[config.mk]
export PLATFORM = sky130hd
export DESIGN_NAME = sir_encoder
export DESIGN_NICKNAME = d
export VERILOG_FILES = /design/src/rtl/sir_enc_pkg.sv /design/src/rtl/sir_cell_timer.sv /design/src/rtl/sir_pulse_gen.sv /design/src/rtl/sir_line_mux.sv /design/src/rtl/sir_encoder.sv
export SDC_FILE = /design/constraint.sdc
export NUM_CORES = 1
export LEC_CHECK = 0
export ABC_AREA = 1
export BUFFER_PORTS_ARGS = -buffer_cell sky130_fd_sc_hd__buf_2
export CORE_AREA = 5 5 42 44
export CTS_CLUSTER_DIAMETER = 60
export DETAILED_ROUTE_END_ITERATION = 8
export DIE_AREA = 0 0 47 49
export PLACE_DENSITY = 0.62
export SYNTH_ARGS = -nofsm -noshare
export SYNTH_HDL_FRONTEND = slang
export SYNTH_SLANG_ARGS = --single-unit
[constraint.sdc]
create_clock -name clk -period 2.2 [get_ports clk]
set_clock_uncertainty 0.15 [all_clocks]
set_input_delay 0.11 -clock clk [delete_from_list [all_inputs] [get_ports clk]]
set_output_delay 0.11 -clock clk [all_outputs]
set_load 0.02 [all_outputs]
[src/rtl/sir_enc_pkg.sv]
package sir_enc_pkg;

    typedef enum logic {
        WIDTH_FRAC  = 1'b0,
        WIDTH_FIXED = 1'b1
    } pulse_mode_e;

    typedef struct packed {
        logic to_start;
        logic to_end;
        logic to_edge;
    } cell_evt_t;

    function automatic int unsigned wrap_inc(int unsigned v, int unsigned lim);
        return (v + 1 >= lim) ? 0 : v + 1;
    endfunction

    function automatic pulse_mode_e pick_mode(logic low_power);
        return low_power ? WIDTH_FIXED : WIDTH_FRAC;
    endfunction

endpackage

[src/rtl/sir_cell_timer.sv]
module sir_cell_timer
    import sir_enc_pkg::*;
#(
    parameter int unsigned TICKS_PER_BIT = 16,
    parameter int unsigned PULSE_START   = 6,
    parameter int unsigned PULSE_TICKS   = 3
) (
    input  logic      clk,
    input  logic      rst,
    input  logic      baud_tick,
    input  logic      cell_sync,
    input  logic      tx_bit,
    output logic      cell_bit,
    output cell_evt_t evt
);
    localparam int unsigned PH_W    = $clog2(TICKS_PER_BIT);
    localparam int unsigned END_PH  = PULSE_START + PULSE_TICKS;

    logic [PH_W-1:0] phase;
    logic [PH_W-1:0] phase_nxt;

    always_comb begin
        phase_nxt = cell_sync ? '0 : PH_W'(wrap_inc(int'(phase), TICKS_PER_BIT));
        evt.to_start = baud_tick && (phase_nxt == PH_W'(PULSE_START));
        evt.to_end   = baud_tick && (phase_nxt == PH_W'(END_PH));
        evt.to_edge  = baud_tick && (phase_nxt == '0);
    end

    always_ff @(posedge clk) begin
        if (rst) begin
            phase    <= '0;
            cell_bit <= 1'b1;
        end else if (baud_tick) begin
            phase <= phase_nxt;
            if (cell_sync) begin
                cell_bit <= tx_bit;
            end
        end
    end

    AST_SYNC_RESTART: assert property (@(posedge clk) disable iff (rst)
        (baud_tick && cell_sync) |=> (phase == '0));

endmodule

[src/rtl/sir_pulse_gen.sv]
module sir_pulse_gen
    import sir_enc_pkg::*;
#(
    parameter int unsigned PULSE_TICKS = 3,
    parameter int unsigned LP_TICKS    = 3
) (
    input  logic      clk,
    input  logic      rst,
    input  logic      active,
    input  logic      low_power,
    input  logic      lp_tick,
    input  logic      baud_tick,
    input  logic      cell_bit,
    input  cell_evt_t evt,
    output logic      pulse_on
);
    localparam int unsigned LC_W = $clog2(LP_TICKS + 1);
    localparam int unsigned TK_W = $clog2(PULSE_TICKS + 1);

    pulse_mode_e     mode;
    logic [LC_W-1:0] lp_cnt;

    always_ff @(posedge clk) begin
        if (rst || !active) begin
            pulse_on <= 1'b0;
            lp_cnt   <= '0;
            mode     <= WIDTH_FRAC;
        end else if (evt.to_edge) begin
            pulse_on <= 1'b0;
        end else if (evt.to_start && !cell_bit) begin
            pulse_on <= 1'b1;
            mode     <= pick_mode(low_power);
            lp_cnt   <= '0;
        end else if (pulse_on) begin
            if (mode == WIDTH_FRAC) begin
                if (evt.to_end) begin
                    pulse_on <= 1'b0;
                end
            end else if (lp_tick) begin
                if (lp_cnt == LC_W'(LP_TICKS - 1)) begin
                    pulse_on <= 1'b0;
                end else begin
                    lp_cnt <= lp_cnt + 1'b1;
                end
            end
        end
    end

    // sub-tick count of a live fractional pulse, kept for the width check
    logic [TK_W-1:0] tk_cnt;
    always_ff @(posedge clk) begin
        if (rst || !pulse_on || mode != WIDTH_FRAC) begin
            tk_cnt <= '0;
        end else if (baud_tick) begin
            tk_cnt <= tk_cnt + 1'b1;
        end
    end

    AST_FRAC_WIDTH: assert property (@(posedge clk) disable iff (rst)
        (pulse_on && mode == WIDTH_FRAC) |-> (tk_cnt < TK_W'(PULSE_TICKS)));
    AST_START_ZERO_ONLY: assert property (@(posedge clk) disable iff (rst)
        $rose(pulse_on) |-> $past(evt.to_start && !cell_bit));
    AST_DARK_WHEN_OFF: assert property (@(posedge clk) disable iff (rst)
        !active |=> !pulse_on);
    AST_CELL_CUTOFF: assert property (@(posedge clk) disable iff (rst)
        evt.to_edge |=> !pulse_on);

endmodule

[src/rtl/sir_line_mux.sv]
module sir_line_mux (
    input  logic active,
    input  logic loop_en,
    input  logic tx_bit,
    input  logic ir_in,
    input  logic pulse_on,
    output logic txd,
    output logic ir_out_n,
    output logic ir_rx
);
    always_comb begin
        ir_out_n = ~pulse_on;
        txd      = active ? 1'b1 : tx_bit;
        ir_rx    = loop_en ? ~ir_out_n : ir_in;
    end
endmodule

[src/rtl/sir_encoder.sv]
module sir_encoder
    import sir_enc_pkg::*;
#(
    parameter int unsigned TICKS_PER_BIT = 16,
    parameter int unsigned PULSE_START   = 6,
    parameter int unsigned PULSE_TICKS   = 3,
    parameter int unsigned LP_TICKS      = 3
) (
    input  logic clk,
    input  logic rst,
    input  logic uart_en,
    input  logic sir_en,
    input  logic low_power,
    input  logic loop_en,
    input  logic baud_tick,
    input  logic cell_sync,
    input  logic tx_bit,
    input  logic lp_tick,
    input  logic ir_in,
    output logic txd,
    output logic ir_out_n,
    output logic ir_rx
);
    logic      active;
    logic      cell_bit;
    logic      pulse_on;
    cell_evt_t evt;

    assign active = uart_en && sir_en;

    sir_cell_timer #(
        .TICKS_PER_BIT(TICKS_PER_BIT),
        .PULSE_START  (PULSE_START),
        .PULSE_TICKS  (PULSE_TICKS)
    ) u_timer (
        .clk      (clk),
        .rst      (rst),
        .baud_tick(baud_tick),
        .cell_sync(cell_sync),
        .tx_bit   (tx_bit),
        .cell_bit (cell_bit),
        .evt      (evt)
    );

    sir_pulse_gen #(
        .PULSE_TICKS(PULSE_TICKS),
        .LP_TICKS   (LP_TICKS)
    ) u_pulse (
        .clk      (clk),
        .rst      (rst),
        .active   (active),
        .low_power(low_power),
        .lp_tick  (lp_tick),
        .baud_tick(baud_tick),
        .cell_bit (cell_bit),
        .evt      (evt),
        .pulse_on (pulse_on)
    );

    sir_line_mux u_mux (
        .active  (active),
        .loop_en (loop_en),
        .tx_bit  (tx_bit),
        .ir_in   (ir_in),
        .pulse_on(pulse_on),
        .txd     (txd),
        .ir_out_n(ir_out_n),
        .ir_rx   (ir_rx)
    );

    AST_LOOP_RETURN: assert property (@(posedge clk) disable iff (rst)
        loop_en |-> (ir_rx == !ir_out_n));
    AST_WIRE_MARKING: assert property (@(posedge clk) disable iff (rst)
        (uart_en && sir_en) |-> txd);

endmodule

==> impl_metrics.env, run 1 <==
export IMPL_setup_viol=0
export IMPL_ys_types=19
export IMPL_slew_headroom_pct=70.66
export IMPL_grt_usage_pct=12.25
export IMPL_boundaryPins=14
export IMPL_hpwl_um=913.3
export IMPL_critPathKind="reg2reg"
export IMPL_fin_crit_ns=1.736
export IMPL_cts_root_buf="clkbuf_4"
export IMPL_start_kind="register"
export IMPL_clock_sinks=9
export IMPL_drive_gt1_share_pct=23.30
export IMPL_p_sw_w=0.00009338
export IMPL_synth_warnings=0
export IMPL_r2r_cells=10
export IMPL_nets=117
export IMPL_syn_nets=95
export IMPL_portBuffers=13
export IMPL_synthToLayoutAreaGrowth_pct=28.34
export IMPL_setup_worst_path_end="u_pulse.lp_cnt[1]"
export IMPL_dpl_instance_area_um2=631.9
export IMPL_p_leak_nw=0.3148
export IMPL_synth_area_um2=551.8
export IMPL_grt_max_degree=11
export IMPL_clk_path_buf_depth=2
export IMPL_peakVddDrop_uv=369.3
export IMPL_p_total_w=0.0003546
export IMPL_grt_setup_unrepaired="false"
export IMPL_start_util_pct=39.37
export IMPL_cts_hold_buf=5
export IMPL_final_hold_viol_count=0
export IMPL_worstSetupStartpoint="u_timer.phase[0]"
export IMPL_syn_area_per_cell_um2=6.729
export IMPL_clk_latency_ns=0.26
export IMPL_drt_iter0_drc=13
export IMPL_die_h_um=49
export IMPL_cts_resized=0
export IMPL_htree_levels=1
export IMPL_switching_share_pct=26.33
export IMPL_comb_power_share_pct=15.0
export IMPL_slew_viol_final=0
export IMPL_required_ns=2.20
export IMPL_diodes=0
export IMPL_fin_util_pct=50.54
export IMPL_fin_area_um2=708.2
export IMPL_cap_violations=0
export IMPL_drt_pass1_iterations=4
export IMPL_worstPathMaxFanout=6
export IMPL_status="complete, no violations"
export IMPL_fin_cells=119
export IMPL_viasPerCell=4.975
export IMPL_fillers=156
export IMPL_wl_per_cell_um=9.992
export IMPL_powerDensity_nw_per_um2=500.7
export IMPL_internal_power_w=0.0002612
export IMPL_cp_end_kind="register"
export IMPL_ys_ff_latch=9
export IMPL_antenna_found_initial=0
export IMPL_post_route_period_util_pct=78.93
export IMPL_r2r_slack_ns=0.46
export IMPL_routed_wl_um=1189
export IMPL_die_w_um=47
export IMPL_cts_clk_slew_worst_paths_ns=0.06
export IMPL_fmax_mhz=575.9
export IMPL_cts_tree="yes"
export IMPL_synthCells=82
export IMPL_final_antenna_net_count=0
export IMPL_die_area_um2=2303
export IMPL_clkPwrFrac_pct=36.3
export IMPL_worst_pin_slew_ns=0.4368
export IMPL_core_area_um2=1401
export IMPL_routabilityCongestion=0.8042
export IMPL_cp_arrival_ns=1.74
export IMPL_rows=14
export IMPL_r2r_start="u_timer.phase[0]"
export IMPL_overflow=0
export IMPL_via_count=592
export IMPL_r2r_end="u_pulse.lp_cnt[1]"
export IMPL_cts_buffers_inserted=3
export IMPL_place_inst=110
export IMPL_finalSetupTns_ns=0
export IMPL_cts_setup_buffers=0
export IMPL_drc=0
export IMPL_p_seq_share_pct=48.7
export IMPL_first_global_vias=544
export IMPL_grt_pass1_wl_um=2139
export IMPL_hold_path_class="in2reg"
export IMPL_seq_area_frac_synth_pct=32.65
## routing by layer
layer	track usage (%)	wire, µm	vias to the layer above
met3	3.690	82	2
met1	15.38	549	262
met5	0	0	-
met2	18.55	541	17
met4	5.530	16	0
li1	-	-	311
## worst max-delay path, cell delays in order (launching register included)
cell     delay (ns)
dfxtp_1        0.37
ha_1           0.29
inv_1          0.04
nor2_1         0.16
nand3_1        0.15
nor2_4         0.13
nand2_2        0.08
nand2_2        0.09
nand3_1        0.07
nand2_1        0.06
nor2_1         0.04
## cells in the mapped netlist
cell / number / area (µm²)
nand4_1: 1 / 6.260
o21ai_0: 3 / 15.01
nand3_1: 9 / 45.04
nor2_1: 8 / 30.03
ha_1: 2 / 25.02
nand2_2: 3 / 18.77
nand2_1: 13 / 48.80
nor2_2: 1 / 6.260
dfxtp_1: 9 / 180.2
nand3_2: 3 / 30.03
o21ai_1: 1 / 5.000
nor3_1: 2 / 10.01
a22oi_1: 1 / 7.510
inv_1: 14 / 52.55
buf_2: 1 / 5.000
o21bai_1: 1 / 7.510
nor2_4: 1 / 11.26
o211ai_1: 1 / 7.510
a21oi_1: 8 / 40.04
## power by group through the flow
stage | registers [W] | logic, W | clock network [W]
final | 0.000173 | 0.0000533 | 0.000129
after global placement | 0.000176 | 0.0000462 | 0
after CTS | 0.000172 | 0.0000533 | 0.000132
after detailed placement | 0.000176 | 0.0000466 | 0
after floorplan | 0.000175 | 0.0000303 | 0
after global routing | 0.000173 | 0.0000610 | 0.000145
## layout make-up
| type | instances | area, µm² | share of cell area [%] |
|---|---|---|---|
| inverter | 14 | 52.55 | 7.420 |
| timing repair buffer | 18 | 115.1 | 16.25 |
| clock buffer | 4 | 26.28 | 3.710 |
| multi-input combinational | 58 | 314.1 | 44.35 |
| sequential | 9 | 180.2 | 25.44 |
| tap | 16 | 20.02 | 2.827 |
## worst min path at each step
stage / startpoint / endpoint / slack (ns) / cells after the start
finish: cell_sync / u_timer.phase[1] / 0.05 / 4
global route: cell_sync / u_timer.phase[1] / 0.08 / 4
CTS: cell_sync / u_timer.phase[1] / 0.04 / 4
detailed placement: rst / u_timer.phase[0] / 0.17 / 2
global placement: rst / u_timer.phase[0] / 0.17 / 2
floorplan: rst / u_timer.phase[0] / 0.03 / 1
## cell usage in the layout (no fill, tap or decap), types with 2 or more instances in the layout
master         Yosys  routed
nand3_2            3       3
nand2_2            3       3
nor2_1             8       8
o21ai_0            3       3
dlygate4sd3_1      0       5
a21oi_1            8       8
clkbuf_4           0       3
buf_2              1      13
nand3_1            9       9
ha_1               2       2
inv_1             14      14
nand2_1           13      13
dfxtp_1            9       9
nor3_1             2       2
## stage by stage
stage	hold WS (ns)	worst slack [ns]
after floorplan	0.02907	0.6134
after global placement	0.1695	0.5315
final	0.05142	0.4636
after detailed placement	0.1693	0.4777
after CTS	0.04366	0.4644
after global routing	0.08286	0.3070
## sequential cells by signal, indices dropped and copies added (netlist names)
| register | count |
|---|---|
| u_timer.phase | 4 |
| u_pulse.lp_cnt | 2 |
| u_pulse.pulse_on | 1 |
| u_timer.cell_bit | 1 |
| u_pulse.mode | 1 |
## cell families after synthesis
kind of cell    count (synthesis)  share of synthesized area (%)
simple gates                   41                          37.42
compound gates                 15                          14.97
buf+inv                        15                          10.43
flops                           9                          32.65
fa+ha+maj                       2                          4.534
No activity file was read; power rests on OpenSTA's default activity.
==> run 2: changes to the inputs <==
clock period = 1.6 ns   (was 2.2 ns; I/O delays follow)
==> run 2 against run 1 <==
Effect of this change: the run now ends with setup timing left; via count rose by 5.6%; utilization increased by 7.1 points; die area stayed put; register-to-register slack got worse by 0.49 ns; wire length increased by 17%; sequential share of layout area down 3.0 points; non-clock buffer count increased by 7; critical path depth is the same; worst hold slack worse by 0.033 ns; largest power group unchanged.
==> impl_metrics.env, run 2 (same netlist as run 1, synthesis figures left out) <==
export IMPL_status="finished, violations left"
export IMPL_violations="setup timing"
export IMPL_routed_wl_um=1395
export IMPL_postLayoutSetupSlackWorst_ns=-0.02242
export IMPL_viasPerCell=4.960
export IMPL_htree_levels=1
export IMPL_start_kind="register"
export IMPL_path_cells="ha_4 > inv_4 > nor2_4 > nand3_2 > nor2_4 > nand2_2 > nand2_2 > nand3_2 > nand2_2 > nor2_2"
export IMPL_slew_viol_final=0
export IMPL_die_h_um=49
export IMPL_fin_crit_ns=1.622
export IMPL_hold_path_class="in2reg"
export IMPL_place_inst=115
export IMPL_portBuffers=13
export IMPL_cts_tree="yes"
export IMPL_internal_power_w=0.0003698
export IMPL_routabilityCongestion=0.7582
export IMPL_top_regs="u_timer.phase: 4 flops, u_pulse.lp_cnt: 2 flops"
export IMPL_regMostFlops="u_timer.phase"
export IMPL_critPathKind="reg2reg"
export IMPL_wl_per_cell_um=11.07
export IMPL_final_antenna_net_count=0
export IMPL_comb_power_share_pct=18.2
export IMPL_crit_path_top_delay_cell="dfxtp_2"
export IMPL_peakVddDrop_uv=359.8
export IMPL_largest_register_ffs=4
export IMPL_boundaryPins=14
export IMPL_diodes=0
export IMPL_grt_setup_unrepaired="true"
export IMPL_overflow=0
export IMPL_cts_buffers_inserted=3
export IMPL_via_count=625
export IMPL_post_route_period_util_pct=101.4
export IMPL_fin_cells=126
export IMPL_drt_iter0_drc=22
export IMPL_switching_share_pct=28.09
export IMPL_drt_pass1_iterations=4
export IMPL_grt_pass1_wl_um=2208
export IMPL_hold_path_startpoint="lp_tick"
export IMPL_final_cell_mix="13 x inv_1, 13 x buf_2, 12 x nand2_1"
export IMPL_worst_pin_slew_ns=0.5353
export IMPL_fin_util_pct=57.59
export IMPL_hpwl_um=971.8
export IMPL_grt_max_degree=11
export IMPL_cp_arrival_ns=1.63
export IMPL_drive_gt1_share_pct=35.45
export IMPL_final_hold_viol_count=0
export IMPL_powerDensity_nw_per_um2=637.2
export IMPL_worstSetupStartpoint="u_timer.phase[1]"
export IMPL_cap_violations=0
export IMPL_slew_headroom_pct=64.04
export IMPL_nets=124
export IMPL_clk_latency_ns=0.27
export IMPL_clkPwrFrac_pct=35.9
export IMPL_fmax_mhz=616.4
export IMPL_clk_path_buf_depth=2
export IMPL_drc=0
export IMPL_path_common_cell="nand2_2"
export IMPL_r2r_start="u_timer.phase[1]"
export IMPL_cts_clk_slew_worst_paths_ns=0.07
export IMPL_start_util_pct=39.37
export IMPL_cts_root_buf="clkbuf_4"
export IMPL_first_global_vias=556
export IMPL_worstPathMaxFanout=4
export IMPL_clock_sinks=9
export IMPL_antenna_found_initial=0
export IMPL_p_leak_nw=0.3530
export IMPL_cp_end_kind="register"
export IMPL_grt_usage_pct=13.33
export IMPL_p_sw_w=0.0001444
export IMPL_synthToLayoutAreaGrowth_pct=46.26
export IMPL_die_w_um=47
export IMPL_rows=14
export IMPL_core_area_um2=1401
export IMPL_setup_viol=1
export IMPL_die_area_um2=2303
export IMPL_slowest_delay_ns=0.34
export IMPL_required_ns=1.61
export IMPL_p_seq_share_pct=45.9
==> run 2: cell types whose count changed in the layout (fill, tap and decap cells not counted), moves of 2 or more <==
cell     previous run  this run
buf_4               0         6
nand3_1             9         7
nor2_1              8         6
nand3_2             3         5
==> run 2: timing repair <==
| item | in CTS | in global routing |
|---|---|---|
| hold buffers | 6 | 0 |
| buffers inserted | 0 | 1 |
| gates cloned | 0 | 0 |
| gates resized for setup | 2 | 9 |
| endpoints found under the setup margin | 2 | 4 |
| hold endpoints to repair | 6 | 0 |
| pin swaps | 0 | 11 |
==> run 2: stage by stage <==
stage / setup slack (ns) / hold slack [ns] / setup TNS (ns) / instance area (µm²) / total power [W]
3_3_place_gp: 0.02087 / 0.1466 / 0 / 669.4 / 0.0003110
6_report: -0.02242 / 0.01860 / -0.02242 / 807.0 / 0.0005142
5_1_grt: -0.1008 / 0.05156 / -0.2247 / 807.0 / 0.0005481
2_1_floorplan: 0.01344 / -0.0009342 / 0 / 551.8 / 0.0002821
3_5_place_dp: -0.03256 / 0.1463 / -0.05088 / 669.4 / 0.0003122
4_1_cts: 0.01760 / 0.04045 / 0 / 763.2 / 0.0005082
==> run 2: critical path, delay by kind of cell (launching register included) <==
kind,cells,cell delay [ns]
fa+ha+maj,1,0.26
flops,1,0.34
buf+inv,1,0.04
simple gates,8,0.72
==> run 2: metal layers <==
layer | wire, µm | GRT usage [%]
met3 | 78 | 4.428
met5 | 0 | 0
met4 | 25 | 6.912
met2 | 674 | 20.59
met1 | 617 | 15.67
==> run 2: path summary, 6_finish.rpt <==
kind                            slack [ns]  cells after the start                 to
worst min-delay path                  0.02                      4   u_pulse.pulse_on
worst max register to register       -0.02                     10  u_pulse.lp_cnt[1]
worst min register to register        0.34                      2   u_timer.cell_bit
worst max-delay path                 -0.02                     10  u_pulse.lp_cnt[1]
==> run 2: power groups by stage <==
stage / Clock, W / Sequential, W / Combinational [W]
floorplan: 0 / 0.000240 / 0.0000417
global placement: 0 / 0.000240 / 0.0000710
detailed placement: 0 / 0.000240 / 0.0000720
CTS: 0.000189 / 0.000235 / 0.0000841
global route: 0.000208 / 0.000237 / 0.000104
finish: 0.000184 / 0.000236 / 0.0000936
==> run 2: final cells by class <==
type	count	area (µm²)
Multi-Input combinational cell	58	354.1
Clock buffer	4	26.28
Tap cell	16	20.02
Sequential cell	9	181.4
Fill cell	143	594.3
Timing Repair Buffer	25	170.2
Inverter	14	55.05
==> run 3: changes to the inputs <==
--- a/config.mk
+++ b/config.mk
@@ -14,2 +14,4 @@
 export PLACE_DENSITY = 0.62
+export SKIP_CTS_REPAIR_TIMING = 1
+export SLEW_MARGIN = 10
 export SYNTH_ARGS = -nofsm -noshare
--- a/constraint.sdc
+++ b/constraint.sdc
@@ -4,2 +4,2 @@
 set_output_delay 0.08 -clock clk [all_outputs]
-set_load 0.02 [all_outputs]
+set_load 0.01 [all_outputs]
==> run 3 against run 2 <==
Effect of this change: the flow finishes with violations (hold timing, setup timing); fmax grew 0.81%; worst setup slack gained 0.013 ns; worst hold slack worse by 0.033 ns; count of clock-buffer cells in the layout did not move; non-clock buffer count unchanged; flip-flop and latch count stayed put; cell area is the same; total power shrank 0.26%; sequential power about the same; first-iteration DRC count grew 14%; via count up 1.4%; combinational power shrank 1%.
==> impl_metrics.env, run 3 (same netlist as run 1, synthesis figures left out) <==
export IMPL_first_global_vias=491
export IMPL_grt_pass1_wl_um=1987
export IMPL_drt_pass1_iterations=4
export IMPL_grt_max_degree=11
export IMPL_slew_headroom_pct=65.47
export IMPL_start_util_pct=39.37
export IMPL_diodes=0
export IMPL_wl_per_cell_um=11.06
export IMPL_final_antenna_net_count=0
export IMPL_hold_path_class="in2reg"
export IMPL_cts_root_buf="clkbuf_4"
export IMPL_hold_depth=4
export IMPL_r2r_slack_ns=-0.009
export IMPL_slew_viol_final=0
export IMPL_crit_path_top_delay_cell="dfxtp_1"
export IMPL_post_route_period_util_pct=100.6
export IMPL_r2r_cells=10
export IMPL_powerDensity_nw_per_um2=635.5
export IMPL_clock_sinks=9
export IMPL_routabilityCongestion=0.7582
export IMPL_p_total_w=0.0005129
export IMPL_postLayoutSetupSlackWorst_ns=-0.009428
export IMPL_status="finished, violations left"
export IMPL_grt_setup_unrepaired="true"
export IMPL_grt_usage_pct=11.92
export IMPL_start_kind="register"
export IMPL_rows=14
export IMPL_dp_slack_ns=-0.03256
export IMPL_path_common_cell="nand2_2"
export IMPL_worst_pin_slew_ns=0.5140
export IMPL_worstSetupStartpoint="u_timer.phase[0]"
export IMPL_antenna_found_initial=0
export IMPL_critPathKind="reg2reg"
export IMPL_cts_buffers_inserted=3
export IMPL_clk_latency_ns=0.27
export IMPL_boundaryPins=14
export IMPL_die_h_um=49
export IMPL_path_cells="ha_4 > inv_4 > nor2_4 > nand3_2 > nor2_4 > nand2_2 > nand2_2 > nand3_2 > nand2_2 > nor2_2"
export IMPL_overflow=0
export IMPL_core_area_um2=1401
export IMPL_final_cell_mix="13 x inv_1, 13 x buf_2, 12 x nand2_1"
export IMPL_place_inst=115
export IMPL_crit_buf_inv=1
export IMPL_die_w_um=47
export IMPL_drc=0
export IMPL_synthToLayoutAreaGrowth_pct=46.26
export IMPL_cp_arrival_ns=1.62
export IMPL_cp_end_kind="register"
export IMPL_portBuffers=13
export IMPL_fin_crit_ns=1.609
export IMPL_r2r_start="u_timer.phase[0]"
export IMPL_r2r_end="u_pulse.lp_cnt[1]"
export IMPL_required_ns=1.61
export IMPL_cap_violations=0
export IMPL_setup_worst_path_end="u_pulse.lp_cnt[1]"
export IMPL_hpwl_um=971.8
export IMPL_fin_util_pct=57.59
export IMPL_cp_num_cells=10
export IMPL_worstPathMaxFanout=4
export IMPL_top_regs="u_timer.phase: 4 flops, u_pulse.lp_cnt: 2 flops"
export IMPL_violations="hold timing, setup timing"
export IMPL_fin_cells=126
export IMPL_via_count=634
export IMPL_hold_worst_slack_ns=-0.01439
export IMPL_htree_levels=1
export IMPL_final_hold_viol_count=3
export IMPL_die_area_um2=2303
export IMPL_cts_tree="yes"
export IMPL_regMostFlops="u_timer.phase"
export IMPL_drive_gt1_share_pct=35.45
export IMPL_slowest_delay_ns=0.33
export IMPL_setup_viol=1
export IMPL_viasPerCell=5.032
export IMPL_largest_register_ffs=4
export IMPL_p_leak_nw=0.3500
export IMPL_crit_family="simple AND/OR/NAND/NOR gates"
export IMPL_cts_clk_slew_worst_paths_ns=0.06
export IMPL_clk_path_buf_depth=2
export IMPL_drt_iter0_drc=25
export IMPL_nets=124
export IMPL_routed_wl_um=1393
export IMPL_fmax_mhz=621.3
export IMPL_peakVddDrop_uv=368.3
export IMPL_hold_path_startpoint="cell_sync"
==> run 3: area by class of cell <==
class,count,area (µm²)
Fill cell,139,594.3
Multi-Input combinational cell,58,356.6
Sequential cell,9,181.4
Timing Repair Buffer,25,167.7
Inverter,14,55.05
Clock buffer,4,26.28
Tap cell,16,20.02
==> run 3: worst min path at each step <==
stage               slack [ns]           endpoint
CTS                      -0.14   u_timer.phase[1]
global placement          0.15   u_timer.phase[0]
detailed placement        0.15   u_timer.phase[1]
floorplan              -0.0009   u_timer.phase[0]
finish                   -0.01   u_timer.phase[1]
global route             0.004  u_pulse.lp_cnt[1]
==> run 3: layer usage <==
layer  track usage [%]  routed length, µm  vias to the layer above  share of wire, %
met4             6.912                 34                        0               2.4
li1                  -                  -                      326                 -
met2             15.84                643                       25                46
met3             4.428                 86                        6               6.2
met1             15.89                629                      277                45
met5                 0                  0                        -                 0
==> run 3: stage by stage <==
step | TNS, ns | cell area [µm²]
after floorplan | 0 | 551.8
after global placement | 0 | 669.4
after detailed placement | -0.05088 | 669.4
after CTS | -0.08086 | 695.7
after global routing | -0.2103 | 807.0
final | -0.009428 | 807.0
==> run 3: worst register-to-register path: cells and delay by family, from the launching register on <==
| kind | cells | cell delay [ns] |
|---|---|---|
| flip-flops | 1 | 0.33 |
| buffers and inverters | 1 | 0.04 |
| adder cells (fa/ha/maj) | 1 | 0.28 |
| AND/OR/NAND/NOR | 8 | 0.70 |
==> run 3: power breakdown <==
group | total [W] | internal, W | switching (W)
Sequential | 0.000236 | 0.000231 | 0.00000569
Combinational | 0.0000923 | 0.0000436 | 0.0000487
Clock | 0.000184 | 0.0000966 | 0.0000877
